`src/rtl/dsr_pkg.sv`:
```
package dsr_pkg;

    // Role of the current symbol position within an outgoing block.
    typedef enum logic [1:0] {
        SLOT_PLAIN  = 2'd0,
        SLOT_STAT_A = 2'd1,
        SLOT_STAT_B = 2'd2
    } slot_e;

endpackage

```
`src/rtl/dsr_pos_track.sv`:
```
module dsr_pos_track
    import dsr_pkg::*;
#(
    parameter int N_SYM = 16,
    parameter int R_PAR = 4
) (
    input  logic  clk,
    input  logic  rst_n,
    input  logic  in_valid,
    input  logic  in_first,
    output slot_e slot
);
    localparam int POS_W = $clog2(N_SYM + 1);
    localparam logic [POS_W-1:0] PAR0 = POS_W'(N_SYM - R_PAR);
    localparam logic [POS_W-1:0] PAR1 = POS_W'(N_SYM - R_PAR + 1);

    logic [POS_W-1:0] pos_d, pos_q;
    logic [POS_W-1:0] idx;

    always_comb begin
        idx   = in_first ? '0 : pos_q;
        pos_d = in_valid ? idx + POS_W'(1) : pos_q;
        if (idx == PAR0)      slot = SLOT_STAT_A;
        else if (idx == PAR1) slot = SLOT_STAT_B;
        else                  slot = SLOT_PLAIN;
    end

    always_ff @(posedge clk) begin
        if (!rst_n) pos_q <= '0;
        else        pos_q <= pos_d;
    end
endmodule

```
`src/rtl/dsr_stat_pack.sv`:
```
module dsr_stat_pack #(
    parameter int SYM_W = 8,
    parameter int CNT_W = 5
) (
    input  logic             fail,
    input  logic [CNT_W-1:0] cnt,
    output logic [SYM_W-1:0] byte_a,
    output logic [SYM_W-1:0] byte_b
);
    localparam int PAD_W = SYM_W - 1 - CNT_W;

    always_comb begin
        byte_a = {fail, PAD_W'(0), CNT_W'(0)};
        byte_b = {fail, PAD_W'(0), (fail ? CNT_W'(0) : cnt)};
    end
endmodule

```
`src/rtl/dsr_sym_fix.sv`:
```
module dsr_sym_fix #(
    parameter int SYM_W = 8
) (
    input  logic             blk_ok,
    input  logic [SYM_W-1:0] sym,
    input  logic [SYM_W-1:0] pat,
    output logic [SYM_W-1:0] fixed,
    output logic             loc,
    output logic [SYM_W-1:0] mag
);
    always_comb begin
        loc   = blk_ok && (pat != '0);
        mag   = loc ? pat : '0;
        fixed = sym ^ mag;
    end
endmodule

```
`src/rtl/decoder_status_report.sv`:
```
module decoder_status_report
    import dsr_pkg::*;
#(
    parameter int N_SYM = 16,
    parameter int R_PAR = 4,
    parameter int SYM_W = 8,
    parameter int CNT_W = 5
) (
    input  logic             clk,
    input  logic             rst_n,
    input  logic             stat_en,
    input  logic             in_valid,
    input  logic             in_first,
    input  logic [SYM_W-1:0] in_sym,
    input  logic [SYM_W-1:0] in_pat,
    input  logic             blk_fail,
    input  logic [CNT_W-1:0] blk_err_cnt,
    output logic             out_valid,
    output logic [SYM_W-1:0] out_sym,
    output logic             err_loc,
    output logic [SYM_W-1:0] err_mag,
    output logic             corr_flag,
    output logic             unc_flag
);
    localparam logic [CNT_W-1:0] T_CAP = CNT_W'(R_PAR / 2);

    typedef struct packed {
        logic             out_valid;
        logic [SYM_W-1:0] out_sym;
        logic             loc;
        logic [SYM_W-1:0] mag;
        logic             corr;
        logic             unc;
        logic             blk_ok;
        logic [CNT_W-1:0] blk_cnt;
    } state_t;

    state_t s_d, s_q;

    slot_e            slot;
    logic             start;
    logic             ok_now;
    logic [CNT_W-1:0] cnt_now;
    logic [SYM_W-1:0] fixed, mag, stat_a, stat_b;
    logic             loc;

    dsr_pos_track #(.N_SYM(N_SYM), .R_PAR(R_PAR)) u_pos (
        .clk      (clk),
        .rst_n    (rst_n),
        .in_valid (in_valid),
        .in_first (in_first),
        .slot     (slot)
    );

    dsr_sym_fix #(.SYM_W(SYM_W)) u_fix (
        .blk_ok (ok_now),
        .sym    (in_sym),
        .pat    (in_pat),
        .fixed  (fixed),
        .loc    (loc),
        .mag    (mag)
    );

    dsr_stat_pack #(.SYM_W(SYM_W), .CNT_W(CNT_W)) u_pack (
        .fail   (!ok_now),
        .cnt    (cnt_now),
        .byte_a (stat_a),
        .byte_b (stat_b)
    );

    always_comb begin
        start   = in_valid && in_first;
        ok_now  = start ? (!blk_fail && (blk_err_cnt <= T_CAP)) : s_q.blk_ok;
        cnt_now = start ? blk_err_cnt : s_q.blk_cnt;

        s_d           = s_q;
        s_d.out_valid = in_valid;
        s_d.out_sym   = '0;
        s_d.loc       = 1'b0;
        s_d.mag       = '0;

        if (start) begin
            s_d.blk_ok  = ok_now;
            s_d.blk_cnt = cnt_now;
            s_d.corr    = ok_now && (cnt_now != '0);
            s_d.unc     = !ok_now;
        end

        if (in_valid) begin
            s_d.loc = loc;
            s_d.mag = mag;
            if (stat_en && slot == SLOT_STAT_A)      s_d.out_sym = stat_a;
            else if (stat_en && slot == SLOT_STAT_B) s_d.out_sym = stat_b;
            else                                     s_d.out_sym = fixed;
        end
    end

    always_ff @(posedge clk) begin
        if (!rst_n) s_q <= '0;
        else        s_q <= s_d;
    end

    assign out_valid = s_q.out_valid;
    assign out_sym   = s_q.out_sym;
    assign err_loc   = s_q.loc;
    assign err_mag   = s_q.mag;
    assign corr_flag = s_q.corr;
    assign unc_flag  = s_q.unc;
endmodule

```
`config.mk`:
```
export PLATFORM = sky130hd
export DESIGN_NAME = decoder_status_report
export DESIGN_NICKNAME = d
export VERILOG_FILES = /design/src/rtl/dsr_pkg.sv /design/src/rtl/dsr_pos_track.sv /design/src/rtl/dsr_stat_pack.sv /design/src/rtl/dsr_sym_fix.sv /design/src/rtl/decoder_status_report.sv
export SDC_FILE = /design/constraint.sdc
export NUM_CORES = 1
export LEC_CHECK = 0
export ABC_AREA = 1
export BUFFER_PORTS_ARGS = -buffer_cell sky130_fd_sc_hd__buf_2
export CAP_MARGIN = 40
export CORE_MARGIN = 2
export CORE_UTILIZATION = 57
export CTS_BUF_LIST = sky130_fd_sc_hd__clkbuf_8
export DETAILED_ROUTE_END_ITERATION = 16
export PLACE_DENSITY = 0.87
export SETUP_SLACK_MARGIN = 0.2
export SKIP_LAST_GASP = 1
export SYNTH_ARGS = -nofsm -noshare
export SYNTH_HDL_FRONTEND = slang
export SYNTH_SLANG_ARGS = --single-unit
```
`constraint.sdc`:
```
create_clock -name clk -period 3 [get_ports clk]
set_clock_uncertainty 0.2 [all_clocks]
set_input_delay 0.6 -clock clk [delete_from_list [all_inputs] [get_ports clk]]
set_output_delay 0.6 -clock clk [all_outputs]
set_load 0.02 [all_outputs]
```
Word level (Yosys, flattened, before mapping)
Index checks and enable logic that the tools add are counted.
{"block": "totals", "register_bits": 31, "latchBits": 0, "ram_bits": 0, "mem_bits_ro": 0, "in_bits": 27, "output_inout_bits": 20, "elab_cells": 42, "memories": 0}
{"block": "op_classes", "add_sub_neg": 1, "n_mul": 0, "div_mod_pow": 0, "order_cmp": 1, "eq_ne": 4, "n_shift": 0, "mux": 9, "bitwise": 3, "reduce_logical": 13}
{"op": "8-bit two-way mux", "n": 3}
{"op": "5-bit two-way mux", "n": 3}
{"op": "5-bit by 4-bit == test with 1-bit output (second input constant)", "n": 2}
{"op": "8-bit nonzero test", "n": 1}
{"op": "8-bit XOR", "n": 1}
{"op": "1-bit logical AND", "n": 6}
{"op": "5-bit by 1-bit adder with 5-bit output (second input constant)", "n": 1}
{"op": "5-bit by 2-bit <= comparator with 1-bit output (second input constant)", "n": 1}
{"op": "5-bit nonzero test", "n": 1}
{"op": "2-bit two-way mux", "n": 2}
{"op": "4-bit OR reduction", "n": 1}
{"op": "3-bit OR reduction", "n": 1}
{"op": "2-bit by 1-bit == test with 1-bit output (second input constant)", "n": 1}
{"op": "2-bit == test (second input constant)", "n": 1}
{"op": "1-bit logical NOT", "n": 2}
{"op": "1-bit inverter", "n": 2}
{"op": "2-bit AND reduction", "n": 1}
{"op": "1-bit two-way mux", "n": 1}

Longest topological paths before layout
Gate-level depths: netlist of the first run.
{"block": "logic_depth", "word_depth": 8, "mapped_depth": 12, "depth_no_buf": 12}

Modules after synthesis
A second synthesis of the first run with hierarchy kept.
{"block": "hier_totals", "hier_cells": 288, "area_unflattened_um2": 1908.1}
{"mod": "decoder_status_report", "instances": 1, "cells_per_inst": 166, "area_each_um2": 1228.7, "seq_area_each_um2": 520.5}
{"mod": "dsr_pos_track", "instances": 1, "cells_per_inst": 42, "area_each_um2": 292.8, "seq_area_each_um2": 100.1}
{"mod": "dsr_sym_fix", "instances": 1, "cells_per_inst": 58, "area_each_um2": 262.8, "seq_area_each_um2": 0.0}
{"mod": "dsr_stat_pack", "instances": 1, "cells_per_inst": 22, "area_each_um2": 123.9, "seq_area_each_um2": 0.0}

Least setup slack after synthesis of the first run
OpenSTA, ideal clock, no wires.
{"block": "synth_timing", "path_kind": "input port to flip-flop", "start": "input port in_first", "end": "register s_q, in the netlist out_sym[7]", "setup_ns": 0.109, "arrival_time_ns": 1.754, "required_time_ns": 2.691, "path_slack_ns": 0.938, "path_stages": 11, "n_path_buf": 0, "path_cell_list": "nor2_1 -> inv_1 -> ha_1 -> inv_1 -> nand2_1 -> nor3_4 -> nor2_1 -> nor2_1 -> nor2_1 -> nand2_1 -> inv_1"}
{"block": "synth_between", "elab_chain_cells": 8, "word_cells_on_any_way": 17, "cone_classes": "eq/ne (4); mux (7); bitwise (1); reduce/logical (5)"}
{"element": "start, declared", "line_no": "decoder_status_report.sv:13", "text": "input logic in_first,"}
{"element": "5-bit two-way mux", "line_no": "dsr_pos_track.sv:21", "text": "idx = in_first ? '0 : pos_q;"}
{"element": "5-bit by 4-bit == test with 1-bit output", "line_no": "dsr_pos_track.sv:24", "text": "else if (idx == PAR1) slot = SLOT_STAT_B;"}
{"element": "2-bit two-way mux", "line_no": "dsr_pos_track.sv:24"}
{"element": "2-bit two-way mux", "line_no": "dsr_pos_track.sv:23", "text": "if (idx == PAR0) slot = SLOT_STAT_A;"}
{"element": "2-bit == test", "line_no": "decoder_status_report.sv:93", "text": "else if (stat_en && slot == SLOT_STAT_B) s_d.out_sym = stat_b;"}
{"element": "1-bit logical AND", "line_no": "decoder_status_report.sv:93"}
{"element": "8-bit two-way mux", "line_no": "decoder_status_report.sv:93"}
{"element": "8-bit two-way mux *", "line_no": "decoder_status_report.sv:92", "text": "if (stat_en && slot == SLOT_STAT_A) s_d.out_sym = stat_a;"}
{"element": "end signal, assigned", "line_no": "decoder_status_report.sv:99", "text": "if (!rst_n) s_q <= '0;"}
{"element": "end signal, assigned", "line_no": "decoder_status_report.sv:100", "text": "else s_q <= s_d;"}
{"element": "end, declared", "line_no": "decoder_status_report.sv:38", "text": "state_t s_d, s_q;"}
Mark *: on every way between the ends. The rest lies on a longest branch, timed or not.
A chain may end at the register's enable or synchronous reset.

Worst setup path in the final report of the first run
Ends and elaborated chain as after synthesis.

==> flow_metrics.env, run 1 <==
export IMPL_cp_num_buf_inv=4
export IMPL_grt_util_met2=0.3345
export IMPL_switching_share=0.2638
export IMPL_finalWirelength_um=3073
export IMPL_vias=1371
export IMPL_htree_levels=2
export IMPL_cp_common_cell="nor2_1"
export IMPL_period_share=0.6872
export IMPL_fin_crit_ps=2062
export IMPL_grt_pass1_vias=1218
export IMPL_drc=0
export IMPL_num_nets_final=280
export IMPL_yosysWarnings=0
export IMPL_dp_cells=273
export IMPL_dp_hpwl_um=2253
export IMPL_worst_slack_ps=938.4
export IMPL_seq_area_um2=620.6
export IMPL_grt_util_met3=0.07209
export IMPL_hold_path_startpoint="u_pos.pos_q[1]$_SDFFE_PN0P_"
export IMPL_multiInputGateArea_um2=635.6
export IMPL_netlist_area_um2=1550
export IMPL_clock_fmax_ghz=0.4851
export IMPL_setup_viol=0
export IMPL_finalSetupTns_ps=0
export IMPL_cts_resized=0
export IMPL_synthMuxAreaShare=0
export IMPL_avgSynthCellArea_um2=7.177
export IMPL_r2r_end="out_sym[7]$_SDFF_PN0_"
export IMPL_yosysTopAreaCell="dfxtp_1"
export IMPL_switchingPower_mw=0.2201
export IMPL_initial_core_util=0.6146
export IMPL_synth_edf_count=0
export IMPL_diodes=0
export IMPL_rr_startpoint="u_pos.pos_q[1]$_SDFFE_PN0P_"
export IMPL_cts_made_buffers=5
export IMPL_dieWidth_um=56.15
export IMPL_synth_xor_area_share=0
export IMPL_total_power_mw=0.8344
export IMPL_yosysSeqAreaShare=0.4003
export IMPL_p_per_area_nw_per_um2=476.4
export IMPL_clock_sinks=31
export IMPL_synthDistinctLibCells=30
export IMPL_die_area_um2=3153
export IMPL_dr_pass1_iters=4
export IMPL_maxCapViolations=0
export IMPL_synth_top_cell_area_share=0.4003
export IMPL_hold_violations=0
export IMPL_die_h_um=56.15
export IMPL_reg2reg_depth=12
export IMPL_ctsLongestPathBuffers=2
export IMPL_status="finished clean"
export IMPL_post_cts_buffers=0
export IMPL_clk_latency_ps=290
export IMPL_port_buffers=46
export IMPL_synthSimpleGateAreaFrac=0.3059
export IMPL_antenna_left=0
export IMPL_ys_top_cells_by_area="dfxtp_1, nand2_1, inv_1, buf_4, nor2_1"
export IMPL_hp_class="reg -> reg"
export IMPL_drt_iter0_markers=31
export IMPL_design_area_um2=1752
export IMPL_combPwrFrac=0.114
export IMPL_fill_cells=218
export IMPL_synthAdderAreaFrac=0.02421
export IMPL_p_int_mw=0.6143
export IMPL_overflow=0
export IMPL_power_leakage_nw=0.9391
export IMPL_p_clk_frac=0.373
export IMPL_wire_per_inst_um=10.94
export IMPL_cts_tree="built"
export IMPL_placed_area_um2=1670
export IMPL_cpPeakStageDelay_ps=370
export IMPL_grt_busiest_layer="met2"
export IMPL_grtUsageMet1=0.2349
export IMPL_grt_usage=0.2015
export IMPL_syn_nets=246
export IMPL_tightest_slew_ps=390.9
export IMPL_synth_main_ff_cell="dfxtp_1"
export IMPL_synth_top_family_by_area="simple AND/OR/NAND/NOR gates"
export IMPL_clockRootBuffer="clkbuf_8"
export IMPL_required_ps=2990
export IMPL_finalMaxSlewViolations=0
export IMPL_grt_max_degree=15
export IMPL_synth_most_common_cell="nand2_1"
export IMPL_cp_max_fo=8
export IMPL_clk_pin_slew_ps=70
export IMPL_synth_cells=216
export IMPL_grt_antenna_before_repair=0
export IMPL_async_reset_ff_frac=0
export IMPL_grt_pass1_wl_um=4968
export IMPL_drive_gt1_frac=0.2709
export IMPL_gp_congestion=0.8090
export IMPL_hold_depth=2
export IMPL_relSlewSlack=0.7386
export IMPL_final_cells=281
export IMPL_cp_top_family="simple AND/OR/NAND/NOR gates"
export IMPL_hold_end="u_pos.pos_q[1]$_SDFFE_PN0P_"
export IMPL_rsz0062_at_grt="false"
export IMPL_end_kind="flop"
export IMPL_crit_path_top_delay_cell="nor3_4"
export IMPL_post_route_util=0.6944
export IMPL_cts_hold_buf=0
export IMPL_num_rows=18
export IMPL_r2r_slack_ps=1060
export IMPL_coreArea_um2=2522
export IMPL_worstPathCellList="buf_2 > nor2_1 > inv_1 > ha_1 > inv_1 > nand2_1 > nor3_4 > nor2_1 > nor2_1 > nor2_1 > nand2_1 > inv_1"
export IMPL_vdd_ir_drop_max_mv=0.4333
export IMPL_power_frac_seq=0.513
export IMPL_via_per_inst=4.879
export IMPL_holdWs_ps=257.3
export IMPL_arrival_ps=2050
export IMPL_ys_ff_latch=31
export IMPL_synth_compound_area_frac=0.07990
export IMPL_crit_type="in -> reg"
export IMPL_dp_slack_ps=623.7
export IMPL_startpoint_type="input pin"
export IMPL_synth_common_cells="nand2_1, inv_1, dfxtp_1, nor2_1, buf_4"
export IMPL_critical_path_startpoint="in_first"
export IMPL_ioPinCount=47
export IMPL_area_delta_synth_final_pct=12.99
==> per-layer routing <==
layer	wire length (um)	up-vias	share of wire
met5	0	-	0
met4	52	0	0.017
met3	184	8	0.060
met2	1447	37	0.47
met1	1388	605	0.45
li1	-	721	-
==> sequential cells by signal (all words and copies together), names as in the netlist <==
register	flops
unc_flag	1
out_valid	1
err_loc	1
out_sym	8
u_pos.pos_q	5
err_mag	8
s_q	6
corr_flag	1
==> tightest hold or removal path: cells and delay by family, from the launching register on <==
kind	cells	cell delay, ps
DFF	1	300
AOI/OAI and AO/OA	1	60
buffers and inverters	1	60
==> cell families (layout without fill, tap and decap cells) <==
| kind of cell | Yosys count | in the layout |
|---|---|---|
| buffers and inverters | 58 | 93 |
| flip-flops | 31 | 31 |
| adder cells (fa/ha/maj) | 3 | 3 |
| AO/OA/AOI/OAI | 22 | 22 |
| AND/OR/NAND/NOR | 102 | 102 |
==> how the worst max path moves through the flow <==
stage	depth (start not counted)	slack, ps	endpoint
3_3_place_gp	12	730	out_sym[7]$_SDFF_PN0_
4_1_cts	12	930	out_sym[7]$_SDFF_PN0_
6_report	12	940	out_sym[7]$_SDFF_PN0_
2_1_floorplan	11	940	out_sym[7]$_SDFF_PN0_
5_1_grt	12	750	out_sym[7]$_SDFF_PN0_
3_5_place_dp	12	620	out_sym[7]$_SDFF_PN0_
==> placed cells by master, fill, tap and decap left out, types with 3 or more instances in the layout <==
master	Yosys	routed
ha_1	3	3
o21ai_1	7	7
nor2_1	31	31
clkbuf_8	0	5
a21oi_1	7	7
nand3_1	14	14
o21ai_0	3	3
nand2_1	35	35
inv_2	5	5
dfxtp_1	31	31
nand2_2	5	5
nor3_1	4	4
inv_1	33	35
buf_2	1	46
nand4_1	5	5
==> power by group through the flow <==
stage	sequential [mW]	combinational, mW	clock (mW)
2_1_floorplan	0.438	0.0616	0
3_3_place_gp	0.437	0.0923	0
3_5_place_dp	0.437	0.0944	0
4_1_cts	0.428	0.0955	0.314
5_1_grt	0.428	0.107	0.334
6_report	0.428	0.0952	0.312
==> layout make-up <==
| cell class | count | area share |
|---|---|---|
| inverter | 39 | 0.08357 |
| sequential | 31 | 0.3543 |
| clock buffer | 5 | 0.03929 |
| tap | 30 | 0.02143 |
| clock inverter | 3 | 0.007143 |
| timing repair buffer | 46 | 0.1314 |
| multi-input combinational | 127 | 0.3629 |
(Power assumes the default switching activity.)
==> run 2, diff against run 1 <==
- ABC_AREA: 1 -> 0
- CORE_UTILIZATION: 57 -> 52
- PLACE_DENSITY: 0.87 -> 0.81
- clock period: 3 -> 2.1 ns (I/O delays scaled with it)
==> run 2 against run 1 <==
Effect of this change: core utilization down 2.7 points; critical path type is now reg -> reg; largest power group unchanged; sequential power up 43%; clock power up 38%; hold slack worse by 66 ps; register-to-register slack worse by 830 ps; combinational power up 59%; global-route usage up 1.1 points; routed wire length up 3.4%; sequential cell count unchanged; die area up 5.4%; first-iteration DRC count up 29%; via count down 7.8%.
==> flow_metrics.env, run 2 <==
export IMPL_clk_latency_ps=280
export IMPL_end_kind="flop"
export IMPL_status="finished clean"
export IMPL_ys_ff_latch=31
export IMPL_finalWirelength_um=3176
export IMPL_hp_class="in -> reg"
export IMPL_clock_sinks=31
export IMPL_synth_top_cell_area_share=0.4147
export IMPL_final_cells=234
export IMPL_power_leakage_nw=0.8327
export IMPL_p_per_area_nw_per_um2=654.1
export IMPL_crit_end="out_sym[0]$_SDFF_PP0_"
export IMPL_period_share=0.8924
export IMPL_grt_antenna_before_repair=0
export IMPL_yosysWarnings=0
export IMPL_fill_cells=217
export IMPL_arrival_ps=1890
export IMPL_reg2reg_depth=7
export IMPL_async_reset_ff_frac=0
export IMPL_clock_fmax_ghz=0.5336
export IMPL_synth_common_cells="dfxtp_1, buf_4, nand2_1"
export IMPL_finalSetupTns_ps=0
export IMPL_r2r_end="out_sym[0]$_SDFF_PP0_"
export IMPL_yosysSeqAreaShare=0.4147
export IMPL_die_area_um2=3323
export IMPL_dr_pass1_iters=6
export IMPL_ioPinCount=47
export IMPL_required_ps=2110
export IMPL_diodes=0
export IMPL_drt_iter0_markers=40
export IMPL_cts_hold_buf=0
export IMPL_via_per_inst=5.402
export IMPL_fin_crit_ps=1874
export IMPL_clk_pin_slew_ps=60
export IMPL_dp_hpwl_um=2340
export IMPL_drive_gt1_frac=0.3645
export IMPL_gp_congestion=0.7925
export IMPL_cts_made_buffers=5
export IMPL_netlist_area_um2=1496
export IMPL_avgSynthCellArea_um2=9.237
export IMPL_area_delta_synth_final_pct=21.91
export IMPL_dieWidth_um=57.65
export IMPL_tightest_slew_ps=410.9
export IMPL_r2r_slack_ps=230
export IMPL_critical_path_startpoint="u_pos.pos_q[0]$_SDFFE_PN0P_"
export IMPL_port_buffers=46
export IMPL_startpoint_type="flop"
export IMPL_synth_cells=162
export IMPL_maxCapViolations=0
export IMPL_num_rows=19
export IMPL_crit_type="reg -> reg"
export IMPL_ctsLongestPathBuffers=2
export IMPL_hold_violations=0
export IMPL_syn_nets=192
export IMPL_vias=1264
export IMPL_antenna_left=0
export IMPL_layout_common_cells="buf_2, dfxtp_1, nand2_1"
export IMPL_vdd_ir_drop_max_mv=0.6221
export IMPL_setup_viol=0
export IMPL_finalMaxSlewViolations=0
export IMPL_synthDistinctLibCells=33
export IMPL_die_h_um=57.65
export IMPL_wire_per_inst_um=13.57
export IMPL_synth_main_ff_cell="dfxtp_1"
export IMPL_overflow=0
export IMPL_cts_tree="built"
export IMPL_num_nets_final=232
export IMPL_coreArea_um2=2734
export IMPL_initial_core_util=0.5474
export IMPL_holdWs_ps=191.7
export IMPL_rr_startpoint="u_pos.pos_q[0]$_SDFFE_PN0P_"
export IMPL_cp_max_fo=5
export IMPL_clockRootBuffer="clkbuf_8"
export IMPL_final_common_cell="buf_2"
export IMPL_rsz0062_at_grt="true"
export IMPL_ys_top_cells_by_area="dfxtp_1, buf_4, and3_1, nor2b_1, mux2i_1"
export IMPL_grt_pass1_vias=1241
export IMPL_dp_cells=222
export IMPL_grt_usage=0.2123
export IMPL_drc=0
export IMPL_yosysTopAreaCell="dfxtp_1"
export IMPL_multiInputGateArea_um2=762.0
export IMPL_htree_levels=2
export IMPL_grt_pass1_wl_um=5271
export IMPL_relSlewSlack=0.7252
export IMPL_synth_most_common_cell="dfxtp_1"
export IMPL_seq_area_um2=621.8
export IMPL_synth_edf_count=0
export IMPL_grt_max_degree=19
run 2: cells by family after synthesis:
kind of cell,share of synthesized area
AOI/OAI and AO/OA,0.1237
xor gates and xnor gates,0.02341
adders and majority gates,0.02509
buffers and inverters,0.1129
DFF,0.4147
muxes,0.04766
and+or+nand+nor,0.2525
run 2: repair_timing:
item | in CTS | in global routing
endpoints found under the setup margin | 5 | 5
hold endpoints to repair | 0 | 0
setup buffers | 4 | 0
resized for setup | 7 | 1
pin swaps | 5 | 2
run 2: area by class of cell:
class | count | share of cell area
clock buffer | 5 | 0.03772
clock inverter | 3 | 0.006859
inverter | 3 | 0.006173
multi-input combinational | 105 | 0.4177
sequential | 31 | 0.3409
tap | 31 | 0.02126
timing repair buffer | 56 | 0.1694
run 2: per-layer routing:
metal | GRT usage | vias up | routed length (um)
met5 | 0 | - | 0
met4 | 0.1229 | 0 | 85
met3 | 0.07143 | 8 | 213
met2 | 0.3734 | 45 | 1663
met1 | 0.2183 | 584 | 1213
li1 | - | 627 | -
run 2: worst min-delay path by stage:
stage | startpoint | to | slack, ps | cells past startpoint
floorplan | s_q[0]$_SDFFE_PN0P_ | s_q[0]$_SDFFE_PN0P_ | 270 | 2
global placement | corr_flag$_SDFFE_PN0P_ | corr_flag$_SDFFE_PN0P_ | 260 | 2
detailed placement | corr_flag$_SDFFE_PN0P_ | corr_flag$_SDFFE_PN0P_ | 290 | 2
CTS | in_pat[5] | err_mag[5]$_SDFF_PN0_ | 190 | 2
global route | in_sym[6] | out_sym[6]$_SDFF_PP0_ | 200 | 3
finish | in_sym[6] | out_sym[6]$_SDFF_PP0_ | 190 | 3
run 2: per-stage QoR:
stage / power, mW / cell area [um^2] / worst slack (ps) / utilization
floorplan: 0.7099 / 1524 / 84.91 / -
global placement: 0.7540 / 1670 / 63.65 / 0.6110
detailed placement: 0.7597 / 1670 / -34.71 / 0.6110
CTS: 1.200 / 1818 / 199.0 / 0.6650
global route: 1.245 / 1824 / 153.9 / 0.6673
finish: 1.193 / 1824 / 225.9 / 0.6673
run 2: report_power, final:
group	internal (mW)	switching [mW]
Sequential	0.605	0.00544
Combinational	0.0700	0.0805
Clock	0.222	0.210
run 2: worst max-delay path: stages, from the launching register on:
cell and delay [ps]:
dfxtp_2 320, nor2b_4 160, buf_6 120, ha_4 130, nor4b_4 200, nand4_2 170
or3_1 360, a21oi_1 150
==> run 3, diff against run 2 <==
- ABC_AREA: 0 -> 1
- CORE_UTILIZATION: 52 -> 30
- PLACE_DENSITY: 0.81 -> unset
- RECOVER_POWER: unset -> 50
==> run 3 against run 2 <==
Effect of this change: hold slack better by 12 ps; total power increased by 13%; worst setup slack improved by 96 ps; non-clock buffer count shrank 5; combinational power decreased by 7%; sequential power about the same; global-route usage down 9.1 points; die area is 73% higher; first-iteration DRC count is 38% higher; final area increased by 1.7%; register-to-register slack improved by 170 ps; count of clock-buffer cells in the layout is 1 higher; largest power group unchanged; highest routed layer unchanged.
==> flow_metrics.env, run 3 (synthesized netlist as in run 1, its figures left out) <==
export IMPL_initial_core_util=0.3074
export IMPL_ctsLongestPathBuffers=2
export IMPL_grt_util_met3=0.03704
export IMPL_tightest_slew_ps=399.5
export IMPL_cp_max_fo=9
export IMPL_arrival_ps=1740
export IMPL_r2r_end="out_sym[2]$_SDFF_PP0_"
export IMPL_diodes=0
export IMPL_crit_end="corr_flag$_SDFFE_PN0P_"
export IMPL_cpPeakStageDelay_ps=340
export IMPL_fin_crit_ps=1778
export IMPL_power_leakage_nw=0.9171
export IMPL_coreArea_um2=5042
export IMPL_final_cells=326
export IMPL_design_area_um2=1856
export IMPL_grt_usage=0.1213
export IMPL_combPwrFrac=0.104
export IMPL_ioPinCount=47
export IMPL_drive_gt1_frac=0.2305
export IMPL_cts_made_buffers=5
export IMPL_drt_iter0_markers=55
export IMPL_power_frac_seq=0.453
export IMPL_crit_type="in -> reg"
export IMPL_dp_slack_ps=88.11
export IMPL_grt_max_degree=15
export IMPL_p_int_mw=1.041
export IMPL_port_buffers=46
export IMPL_dp_cells=318
export IMPL_startpoint_type="input pin"
export IMPL_gp_congestion=0.8470
export IMPL_p_per_area_nw_per_um2=727.6
export IMPL_drc=0
export IMPL_overflow=0
export IMPL_crit_path_top_delay_cell="o21ai_0"
export IMPL_rr_startpoint="u_pos.pos_q[1]$_SDFFE_PN0P_"
export IMPL_final_common_cell="nand2_1"
export IMPL_num_rows=26
export IMPL_via_per_inst=4.077
export IMPL_hold_depth=3
export IMPL_period_share=0.8467
export IMPL_clk_latency_ps=270
export IMPL_placed_area_um2=1758
export IMPL_status="finished clean"
export IMPL_end_kind="flop"
export IMPL_grt_busiest_layer="met2"
export IMPL_finalSetupTns_ps=0
export IMPL_clk_pin_slew_ps=60
export IMPL_relSlewSlack=0.7337
export IMPL_dr_pass1_iters=5
export IMPL_num_nets_final=285
export IMPL_area_delta_synth_final_pct=19.69
export IMPL_worstPathCellList="buf_2 > nand2_1 > clkbuf_1 > o21ai_0 > nand4_1 > o21ai_1 > a21oi_1"
export IMPL_reg2reg_depth=11
export IMPL_wire_per_inst_um=9.883
export IMPL_vdd_ir_drop_max_mv=0.4962
export IMPL_grtUsageMet1=0.1564
export IMPL_grt_antenna_before_repair=0
export IMPL_finalMaxSlewViolations=0
export IMPL_grt_util_met2=0.1925
export IMPL_post_cts_buffers=0
export IMPL_switching_share=0.2287
export IMPL_dp_hpwl_um=2569
export IMPL_grt_pass1_wl_um=5257
export IMPL_vias=1329
export IMPL_required_ps=2060
export IMPL_r2r_slack_ps=400
export IMPL_worst_slack_ps=321.9
export IMPL_switchingPower_mw=0.3087
export IMPL_fill_cells=550
export IMPL_clock_fmax_ghz=0.5624
export IMPL_cts_tree="built"
export IMPL_clockRootBuffer="clkbuf_8"
export IMPL_grt_pass1_vias=1214
export IMPL_die_area_um2=5759
export IMPL_critical_path_startpoint="in_first"
export IMPL_clock_sinks=31
export IMPL_die_h_um=75.89
export IMPL_hp_class="in -> reg"
export IMPL_finalWirelength_um=3222
export IMPL_antenna_left=0
export IMPL_total_power_mw=1.350
export IMPL_rsz0062_at_grt="false"
export IMPL_setup_viol=0
export IMPL_hold_violations=0
export IMPL_maxCapViolations=0
export IMPL_htree_levels=2
export IMPL_layout_common_cells="nand2_1, inv_1, buf_2"
export IMPL_dieWidth_um=75.89
export IMPL_p_clk_frac=0.443
run 3: worst min-delay path by stage:
stage	startpoint	slack, ps	endpoint
6_report	in_pat[4]	200	err_mag[4]$_SDFF_PN0_
4_1_cts	in_pat[4]	200	err_mag[4]$_SDFF_PN0_
5_1_grt	in_pat[1]	210	err_mag[1]$_SDFF_PN0_
3_3_place_gp	u_pos.pos_q[1]$_SDFFE_PN0P_	250	u_pos.pos_q[1]$_SDFFE_PN0P_
2_1_floorplan	u_pos.pos_q[1]$_SDFFE_PN0P_	230	u_pos.pos_q[1]$_SDFFE_PN0P_
3_5_place_dp	u_pos.pos_q[1]$_SDFFE_PN0P_	250	u_pos.pos_q[1]$_SDFFE_PN0P_
run 3: power by group through the flow:
stage	clock network (mW)	registers, mW	logic, mW
after global placement	0	0.625	0.144
after floorplan	0	0.626	0.0880
after CTS	0.617	0.611	0.145
after global routing	0.648	0.612	0.160
after detailed placement	0	0.625	0.144
final	0.599	0.611	0.140
run 3: layer usage:
layer / routed length [um] / share of wire
met5: 0 / 0
met4: 27 / 0.0084
met3: 203 / 0.063
met2: 1399 / 0.43
met1: 1591 / 0.49
run 3: critical path, delay by kind of cell:
family                 cells  cell delay [ps]
AO/OA/AOI/OAI              3              590
AND/OR/NAND/NOR            2              380
buffers and inverters      2              350
run 3: through the flow:
step	hold slack, ps	util
4_1_cts	196.7	0.3720
3_3_place_gp	253.0	0.3486
5_1_grt	206.7	0.3680
3_5_place_dp	254.3	0.3486
2_1_floorplan	234.0	-
6_report	204.2	0.3680
run 3: final cells by class:
type / count / area, um^2 / share of cell area
Clock inverter: 2 / 35.03 / 0.01888
Inverter: 39 / 146.4 / 0.07889
Sequential cell: 31 / 620.6 / 0.3345
Timing Repair Buffer: 51 / 249.0 / 0.1342
Multi-Input combinational cell: 127 / 634.4 / 0.3419
Tap cell: 70 / 87.58 / 0.04720
Clock buffer: 6 / 82.58 / 0.04450
run 3: what timing repair did:
| item | 4_1_cts | 5_1_grt |
|---|---|---|
| endpoints found under the hold margin | 0 | 0 |
| hold buffers | 0 | 0 |
| endpoints found under the setup margin | 0 | 4 |
| gates resized for setup | 0 | 3 |
